===== src/rtl/sar_pkg.sv =====
package sar_pkg;
  typedef enum logic [1:0] {
    PH_IDLE   = 2'd0,
    PH_SAMPLE = 2'd1,
    PH_HOLD   = 2'd2,
    PH_TRIAL  = 2'd3
  } phase_t;
endpackage


===== src/rtl/sar_sequencer.sv =====
module sar_sequencer #(
  parameter int SAMPLE_CYC = 2
) (
  input  logic clk,
  input  logic rst,
  input  logic start,
  input  logic last_bit,
  output logic samp_sw,
  output logic hold_sw,
  output logic load_msb,
  output logic trial_en
);
  import sar_pkg::*;

  localparam int SC = (SAMPLE_CYC < 1) ? 1 : SAMPLE_CYC;
  localparam int CW = (SC > 1) ? $clog2(SC) : 1;

  phase_t        phase;
  logic [CW-1:0] cnt;

  assign load_msb = (phase == PH_HOLD);
  assign trial_en = (phase == PH_TRIAL);

  always_ff @(posedge clk) begin
    if (rst) begin
      phase   <= PH_IDLE;
      cnt     <= '0;
      samp_sw <= 1'b0;
      hold_sw <= 1'b0;
    end else begin
      unique case (phase)
        PH_IDLE: begin
          if (start) begin
            phase   <= PH_SAMPLE;
            samp_sw <= 1'b1;
            cnt     <= CW'(SC - 1);
          end
        end
        PH_SAMPLE: begin
          if (cnt == '0) begin
            phase   <= PH_HOLD;
            samp_sw <= 1'b0;
            hold_sw <= 1'b1;
          end else begin
            cnt <= cnt - 1'b1;
          end
        end
        PH_HOLD: phase <= PH_TRIAL;
        PH_TRIAL: begin
          if (last_bit) begin
            phase   <= PH_IDLE;
            hold_sw <= 1'b0;
          end
        end
        default: phase <= PH_IDLE;
      endcase
    end
  end
endmodule


===== src/rtl/sar_trial_reg.sv =====
module sar_trial_reg #(
  parameter int N = 6
) (
  input  logic         clk,
  input  logic         rst,
  input  logic         load_msb,
  input  logic         trial_en,
  input  logic         cmp_ge,
  output logic [N-1:0] plate_sel,
  output logic [N-1:0] result,
  output logic         done,
  output logic         last_bit
);
  localparam logic [N-1:0] MSB_ONLY = {1'b1, {(N-1){1'b0}}};

  logic [N-1:0] ptr;
  logic [N-1:0] decided;

  assign last_bit = ptr[0];
  assign decided  = cmp_ge ? plate_sel : (plate_sel & ~ptr);

  always_ff @(posedge clk) begin
    if (rst) begin
      plate_sel <= '0;
      ptr       <= '0;
      result    <= '0;
      done      <= 1'b0;
    end else begin
      done <= 1'b0;
      if (load_msb) begin
        plate_sel <= MSB_ONLY;
        ptr       <= MSB_ONLY;
      end else if (trial_en) begin
        if (ptr[0]) begin
          result    <= decided;
          done      <= 1'b1;
          plate_sel <= '0;
          ptr       <= '0;
        end else begin
          plate_sel <= decided | (ptr >> 1);
          ptr       <= ptr >> 1;
        end
      end
    end
  end
endmodule


===== src/rtl/sar_conv_ctrl.sv =====
module sar_conv_ctrl #(
  parameter int N          = 6,
  parameter int SAMPLE_CYC = 2
) (
  input  logic         clk,
  input  logic         rst,
  input  logic         start,
  input  logic         cmp_ge,
  output logic         samp_sw,
  output logic         hold_sw,
  output logic [N-1:0] plate_sel,
  output logic [N-1:0] result,
  output logic         done
);
  logic load_msb;
  logic trial_en;
  logic last_bit;

  sar_sequencer #(.SAMPLE_CYC(SAMPLE_CYC)) u_seq (
    .clk      (clk),
    .rst      (rst),
    .start    (start),
    .last_bit (last_bit),
    .samp_sw  (samp_sw),
    .hold_sw  (hold_sw),
    .load_msb (load_msb),
    .trial_en (trial_en)
  );

  sar_trial_reg #(.N(N)) u_trial (
    .clk       (clk),
    .rst       (rst),
    .load_msb  (load_msb),
    .trial_en  (trial_en),
    .cmp_ge    (cmp_ge),
    .plate_sel (plate_sel),
    .result    (result),
    .done      (done),
    .last_bit  (last_bit)
  );
endmodule


===== config.mk =====
export PLATFORM = sky130hd
export DESIGN_NAME = sar_conv_ctrl
export DESIGN_NICKNAME = d
export VERILOG_FILES = /design/src/rtl/sar_pkg.sv /design/src/rtl/sar_sequencer.sv /design/src/rtl/sar_trial_reg.sv /design/src/rtl/sar_conv_ctrl.sv
export SDC_FILE = /design/constraint.sdc
export NUM_CORES = 1
export LEC_CHECK = 0
export BUFFER_PORTS_ARGS = -buffer_cell sky130_fd_sc_hd__clkbuf_2
export CORE_MARGIN = 2
export CORE_UTILIZATION = 30
export CTS_BUF_LIST = sky130_fd_sc_hd__clkbuf_8
export CTS_CLUSTER_DIAMETER = 80
export CTS_CLUSTER_SIZE = 30
export DETAILED_ROUTE_END_ITERATION = 10
export GPL_TIMING_DRIVEN = 0
export HOLD_SLACK_MARGIN = 0.12
export PLACE_DENSITY_LB_ADDON = 0.25
export SLEW_MARGIN = 20
export SYNTH_ARGS = -nofsm -noshare
export SYNTH_HDL_FRONTEND = slang
export SYNTH_SLANG_ARGS = --single-unit

===== constraint.sdc =====
create_clock -name clk -period 2.1 [get_ports clk]
set_input_delay 0.42 -clock clk [delete_from_list [all_inputs] [get_ports clk]]
set_output_delay 0.42 -clock clk [all_outputs]
set_load 0.005 [all_outputs]

# == Yosys cells after proc, flatten, opt, wreduce, memory -nomap -nowiden ==
# Cells that the tools add are included.
# totals
register_bits,24
in_bits,4
output_inout_bits,15
# classes
n_addsub,1
eq_ne,6
n_mux,20
bitwise_logic,5
reduce_logical,11
# op_table
cell,count
6-bit 2-to-1 mux,6
3-bit AND reduction,4
2-bit case mux with 4 select lines,1
6-bit bitwise AND,1
1-bit 2-to-1 mux,6
2-bit 2-to-1 mux,3
6-bit NOT,1
6-bit by 5-bit OR with 6-bit output,1
1-bit case mux with 2 select lines,3
2-bit nonzero test,3
5-bit 2-to-1 mux,1
2-bit equality test (second input constant),2
2-bit != test (second input constant),2
3-bit OR reduction,1
2-bit by 1-bit equality test with 1-bit output (second input constant),1
2-bit zero test,1
2-bit by 1-bit != test with 1-bit output (second input constant),1
1-bit NOT,2
2-bit AND reduction,1
2-bit OR reduction,1
1-bit subtractor (second input constant),1

# == Logic depth before layout (Yosys ltp) ==
# Gate-level depths: netlist of the first run.
# logic_depth
depth_word,7
ltp_mapped,5
ltp_nobuf,5

# == Cells and area by module ==
# From an unflattened synthesis of the first run, not the netlist that was laid out.
# unflattened
hier_cells,120
hier_area_um2,1139.8
# by_module_without_submodules
mod,instances,cells_each,area_each_um2
sar_trial_reg,1,84,742.0
sar_sequencer,1,36,397.9

# == Worst setup path after synthesis of the first run ==
# No wires, ideal clock.
# synth_path
path_type,register -> register
from,register u_seq.phase[0]
to,register u_seq.phase[0]
arrival_time_ns,1.425
required_ns,2.030
path_slack_ns,0.604
stages_incl_launch_ff,6
path_buffers,0
period_less_slack_ns,1.496
path_cell_list,dfxtp_1 inv_1 ha_1 nor2b_1 or4_1 a21oi_1
# synth_between
elab_chain_cells,3
word_cells_on_any_way,9
classes_between,eq/ne (6); mux (1); reduce/logical (2)
# synth_rtl
item,line,rtl
from (decl),sar_sequencer.sv:18,phase_t phase;
from (signal assigned),sar_sequencer.sv:26,phase <= PH_IDLE;
from (signal assigned),sar_sequencer.sv:34,phase <= PH_SAMPLE;
from (signal assigned),sar_sequencer.sv:41,phase <= PH_HOLD;
2-bit by 1-bit equality test with 1-bit output (tied with other cells),sar_sequencer.sv:31,unique case (phase)
2-bit != test (no source line) or 2-bit by 1-bit != test with 1-bit output (tied branches),-,
3-bit AND reduction (no source line),-,
# Several ways; a longest one is shown, not always the timed one.
# A chain may end at the register's enable or synchronous reset.

# == Worst setup path after layout of the first run ==
# Same ends and word-level chain as after synthesis.

==> results of run 1 <==
[power groups by stage]
stage                     combinational [uW]  clock (uW)  sequential [uW]
after floorplan                          277           0              602
after detailed placement                 388           0              611
after CTS                                391         415              600
after global placement                   380           0              607
after global routing                     450         430              611
final                                    387         403              600
[layout make-up]
type	count	area, um^2
Buffer	4	15.01
Clock buffer	3	41.29
Clock inverter	1	30.03
Fill cell	373	2059
Inverter	9	33.78
Multi-Input combinational cell	86	503.0
Sequential cell	24	480.5
Tap cell	46	57.56
Timing Repair Buffer	18	90.09
[worst max-delay path, cell delays in order, from the launching register on]
cell and delay, ns:
dfxtp_1 0.39, inv_1 0.10, ha_1 0.23, nor2b_1 0.18, or4_1 0.52, a21oi_1 0.15
[per-layer routing]
layer / GRT usage, % / share of wire (%) / routed length (um)
met1: 16.78 / 50 / 1126
met2: 18.82 / 45 / 1000
met3: 3.604 / 4.6 / 103
met4: 1.667 / 0 / 0
met5: 0 / 0 / 0
[synthesized netlist by cell type, types with 2 or more instances]
library cell / instances / area [um^2]
nor2b_1: 5 / 31.28
nand3_1: 11 / 55.05
nand2b_1: 5 / 31.28
dfxtp_1: 24 / 480.5
ha_1: 5 / 62.56
a22oi_1: 3 / 22.52
nand2_1: 15 / 56.30
a21oi_1: 19 / 95.09
inv_1: 9 / 33.78
o21ai_0: 5 / 25.02
and2_1: 2 / 12.51
nor2_1: 4 / 15.01
clkbuf_1: 4 / 15.01
o32ai_1: 3 / 26.28
[worst min-delay path by stage]
stage / start / endpoint / slack [ns] / cells past startpoint
3_5_place_dp: u_trial.result[4] / u_trial.result[4] / 0.45 / 2
6_report: rst / u_seq.samp_sw / 0.41 / 2
4_1_cts: rst / u_seq.samp_sw / 0.40 / 2
3_3_place_gp: u_trial.result[0] / u_trial.result[0] / 0.44 / 2
5_1_grt: rst / u_seq.samp_sw / 0.43 / 2
2_1_floorplan: u_trial.result[0] / u_trial.result[0] / 0.45 / 2
[layout by cell type (no fill, tap or decap)]
cell,n
and2_1,2
o311ai_1,1
nor2_1,4
nand2b_1,5
or4_1,1
o31ai_1,1
or3_1,1
o32ai_1,3
clkbuf_2,18
nand3_1,11
clkbuf_8,3
a31oi_1,1
bufinv_16,1
dfxtp_1,24
nand2_1,15
nor3_1,1
ha_1,5
o41ai_1,1
a21oi_1,19
or2_1,1
nor2b_4,1
a22oi_1,3
nor2b_1,5
clkbuf_1,4
inv_1,9
o21ai_0,5
[kinds of logic (layout without fill, tap and decap cells)]
group                    after synthesis  in the layout  synth area share (%)
flip-flops                            24             24                 46.55
AND/OR/NAND/NOR                       47             47                 23.27
adder cells (fa/ha/maj)                5              5                 6.061
AO/OA/AOI/OAI                         34             34                 19.39
buffers and inverters                 13             35                 4.727
[registers in the layout (all words and copies together) (netlist names)]
register and flops:
u_trial.done 1, u_trial.result 6, u_trial.plate_sel 6, u_trial.ptr 6, u_seq.hold_sw 1, u_seq.samp_sw 1, u_seq.cnt 1, u_seq.phase 2
[per-stage QoR]
step           std cells  util [%]  hold slack [ns]
2_1_floorplan        123         -           0.4483
3_3_place_gp         187     35.64           0.4399
3_5_place_dp         187     35.64           0.4529
4_1_cts              191     37.79           0.3979
5_1_grt              191     37.79           0.4298
6_report             191     37.79           0.4119
==> flow_metrics.env, run 1 <==
export IMPL_status="complete, no violations"
export IMPL_design_area_um2=1251
export IMPL_rsz0062_at_grt="false"
export IMPL_finalCritPeriodShare_pct=78.38
export IMPL_place_area_um2=1180
export IMPL_syn_inst=123
export IMPL_antenna_found_initial=0
export IMPL_grt_max_degree=15
export IMPL_intPower_uw=960.3
export IMPL_grt_ovfl_total=0
export IMPL_final_nets=155
export IMPL_wl_mm=2.230
export IMPL_finalHoldViolCount=0
export IMPL_swShare_pct=30.87
export IMPL_numCtsBuffers=3
export IMPL_synth_ff_type="dfxtp_1"
export IMPL_vias_per_cell=4.770
export IMPL_cp_endpoint="u_seq.phase[0]"
export IMPL_synthArstFlopShare_pct=0
export IMPL_yosysWarnings=0
export IMPL_drc=0
export IMPL_critPathRequiredTime_ns=2.29
export IMPL_tightestPinTransition_ns=0.4672
export IMPL_io_buffers=18
export IMPL_seqPwrFrac_pct=43.2
export IMPL_fp_coreArea_um2=3311
export IMPL_seq_area_frac_synth_pct=46.55
export IMPL_synth_avg_cell_area_um2=8.392
export IMPL_hold_buffers=0
export IMPL_grt_pass1_vias=839
export IMPL_syn_to_final_growth_pct=21.21
export IMPL_start_kind="register"
export IMPL_r2r_end="u_seq.phase[0]"
export IMPL_initial_core_util_pct=31.18
export IMPL_worstReg2RegStart="u_seq.phase[0]"
export IMPL_cellPowerDensity_nw_per_um2=1110
export IMPL_first_iter_violations=45
export IMPL_maxClockFrequency_mhz=607.5
export IMPL_maxCapViolCount=0
export IMPL_clock_path_buffers=2
export IMPL_vdd_ir_drop_worst_mv=0.5376
export IMPL_critical_path_peak_fanout=5
export IMPL_gp_congestion=0.7854
export IMPL_drive_gt1_share_pct=15.86
export IMPL_wl_per_cell_um=11.68
export IMPL_r2r_slack_ns=0.45
export IMPL_drt_first_pass_iters=4
export IMPL_vias=911
export IMPL_clk_pin_slew_ns=0.08
export IMPL_cts_resized=0
export IMPL_r2r_cells=5
export IMPL_total_power_uw=1389
export IMPL_die_h_um=62.66
export IMPL_crit_path_end_kind="register"
export IMPL_startpoint="u_seq.phase[0]"
export IMPL_comb_power_share_pct=27.8
export IMPL_clkLatencyLatePin_ns=0.27
export IMPL_cp_arrival_ns=1.84
export IMPL_cts_sinks=24
export IMPL_layout_setup_ws_ns=0.4540
export IMPL_io_pins=19
export IMPL_power_switching_uw=428.8
export IMPL_synth_edf_count=0
export IMPL_setup_tns_ns=0
export IMPL_dieWidth_um=62.66
export IMPL_grt_pass1_wl_mm=3.884
export IMPL_syn_nets=132
export IMPL_slew_violations=0
export IMPL_cts_tree="built"
export IMPL_antenna_cells=0
export IMPL_pre_cts_ws_ns=0.4664
export IMPL_worstHoldPathType="in -> reg"
export IMPL_root_buffer="clkbuf_8"
export IMPL_p_clk_share_pct=29.0
export IMPL_p_leak_uw=0.0004715
export IMPL_hpwl_mm=1.660
export IMPL_max_slew_margin_rel_pct=68.85
export IMPL_setup_violations=0
export IMPL_cts_setup_buffers=0
export IMPL_htreeDepth=1
export IMPL_rows=21
export IMPL_dieArea_um2=3926
export IMPL_ys_types=23
export IMPL_fin_crit_ns=1.646
export IMPL_grt_usage_pct=12.04
export IMPL_ys_ff_latch=24
export IMPL_critical_path_class="reg -> reg"
export IMPL_synthesis_area_um2=1032
export IMPL_ant_nets=0
export IMPL_finClkSkew_ns=0.007219
Power figures use the tool's default switching activity.
==> run 2, diff against run 1 <==
- clock period: 2.1 -> 1.32 ns (I/O delays scaled with it)
==> run 2 against run 1 <==
Compared with the run above: the flow now finishes with violations (negative setup slack); clock skew is 0.0021 ns lower; critical path type unchanged; critical path depth unchanged; critical endpoint unchanged; cell count grew 2.6%.
==> flow_metrics.env, run 2 (synthesized netlist as in run 1, its figures left out) <==
export IMPL_status="finished with violations"
export IMPL_violations="negative setup slack"
export IMPL_rsz0062_at_grt="true"
export IMPL_grt_usage_pct=12.35
export IMPL_clkLatencyLatePin_ns=0.26
export IMPL_start_kind="register"
export IMPL_seqPwrFrac_pct=42.6
export IMPL_first_iter_violations=65
export IMPL_fin_hold_ws_ns=0.2546
export IMPL_vias=955
export IMPL_clk_pin_slew_ns=0.08
export IMPL_final_nets=160
export IMPL_maxCapViolCount=0
export IMPL_met3_usage_pct=4.324
export IMPL_wl_per_cell_um=11.65
export IMPL_vias_per_cell=4.872
export IMPL_dieArea_um2=3926
export IMPL_fin_crit_ns=1.438
export IMPL_fp_coreArea_um2=3311
export IMPL_antenna_found_initial=0
export IMPL_clock_path_buffers=2
export IMPL_htreeDepth=1
export IMPL_mostFrequentLayoutCell="dfxtp_1"
export IMPL_swShare_pct=33.19
export IMPL_slew_violations=0
export IMPL_io_pins=19
export IMPL_cellPowerDensity_nw_per_um2=1728
export IMPL_cts_tree="built"
export IMPL_gp_congestion=0.7712
export IMPL_initial_core_util_pct=31.18
export IMPL_finClkSkew_ns=0.005131
export IMPL_io_buffers=18
export IMPL_dieWidth_um=62.66
export IMPL_cp_arrival_ns=1.63
export IMPL_r2r_slack_ns=-0.12
export IMPL_grt_pass1_wl_mm=3.898
export IMPL_crit_path_end_kind="register"
export IMPL_finalCritPeriodShare_pct=109.0
export IMPL_grt_pass1_vias=834
export IMPL_setup_violations=2
export IMPL_drt_first_pass_iters=4
export IMPL_power_switching_uw=806.8
export IMPL_root_buffer="clkbuf_8"
export IMPL_nFillCells=347
export IMPL_p_leak_uw=0.0005235
export IMPL_antenna_cells=0
export IMPL_p_clk_share_pct=20.1
export IMPL_layout_setup_ws_ns=-0.1182
export IMPL_critPathRequiredTime_ns=1.51
export IMPL_post_route_util_pct=42.48
export IMPL_max_slew_margin_rel_pct=66.71
export IMPL_comb_power_share_pct=37.3
export IMPL_grt_max_degree=14
export IMPL_intPower_uw=1624
export IMPL_grt_busiest_layer="met2"
export IMPL_worstHoldPathType="in -> reg"
export IMPL_drive_gt1_share_pct=33.33
export IMPL_wl_mm=2.284
export IMPL_cts_sinks=24
export IMPL_design_area_um2=1406
export IMPL_die_h_um=62.66
export IMPL_drc=0
export IMPL_final_cell_mix="dfxtp_1, a21oi_1, clkbuf_2"
export IMPL_syn_to_final_growth_pct=36.24
export IMPL_maxClockFrequency_mhz=695.3
export IMPL_tightestPinTransition_ns=0.4994
export IMPL_critical_path_peak_fanout=4
export IMPL_numCtsBuffers=3
export IMPL_grt_ovfl_total=0
export IMPL_grtUsageMet1_pct=15.36
export IMPL_pre_cts_ws_ns=-0.1170
export IMPL_vdd_ir_drop_worst_mv=0.9556
export IMPL_ant_nets=0
export IMPL_setup_tns_ns=-0.1441
export IMPL_reg_largest_list="u_trial.plate_sel x6, u_trial.ptr x6, u_trial.result x6"
export IMPL_met2_usage_pct=20.70
export IMPL_rows=21
export IMPL_place_area_um2=1244
export IMPL_critical_path_class="reg -> reg"
export IMPL_hpwl_mm=1.636
export IMPL_finalHoldViolCount=0
-- run 2: cell types whose count changed in the layout (fill, tap and decap cells not counted), sizes merged --
| cell | delta |
|---|---|
| clkbuf | -1 |
| buf | +7 |
| bufinv | -1 |
-- run 2: through the flow --
stage                     cells  total power (uW)
final                       196              2430
after global routing        196              2600
after CTS                   194              2371
after detailed placement    187              1760
after global placement      187              1739
after floorplan             123              1552
-- run 2: cell type report --
type	count	area, um^2	area share, %
clock buffer	4	55.05	3.915
multi-input combinational	86	605.6	43.06
sequential	24	488.0	34.70
inverter	9	41.29	2.936
tap	46	57.56	4.093
buffer	3	23.77	1.690
timing repair buffer	24	135.1	9.609
-- run 2: worst paths after layout --
kind	from	endpoint	cells after the start
max reg2reg	u_seq.phase[1]	u_seq.phase[0]	5
min	rst	u_seq.hold_sw	2
min reg2reg	u_trial.result[4]	u_trial.result[4]	2
max	u_seq.phase[1]	u_seq.phase[0]	5
-- run 2: routing by layer --
metal	vias to the layer above	wire (um)
li1	483	-
met1	436	993
met2	34	1140
met3	2	142
met4	0	8
met5	-	0
-- run 2: power groups by stage --
| stage | registers, uW | clock network, uW | logic [uW] |
|---|---|---|---|
| floorplan | 1020 | 0 | 536 |
| global placement | 1030 | 0 | 713 |
| detailed placement | 1040 | 0 | 723 |
| CTS | 1030 | 511 | 834 |
| global route | 1050 | 540 | 1010 |
| finish | 1030 | 489 | 907 |
-- run 2: repair_timing --
| item | in CTS | in global routing |
|---|---|---|
| pin swaps | 0 | 5 |
| endpoints found under the hold margin | 0 | 0 |
| setup buffers | 3 | 2 |
| cloned | 1 | 0 |
| endpoints found under the setup margin | 11 | 8 |
| gates resized for setup | 7 | 10 |
| hold buffers | 0 | 0 |
-- run 2: worst max-delay path: stages (launching register included) --
cell,delay [ns]
dfxtp_4,0.41
inv_4,0.06
ha_4,0.15
and2_4,0.13
or4_4,0.47
a21oi_2,0.14
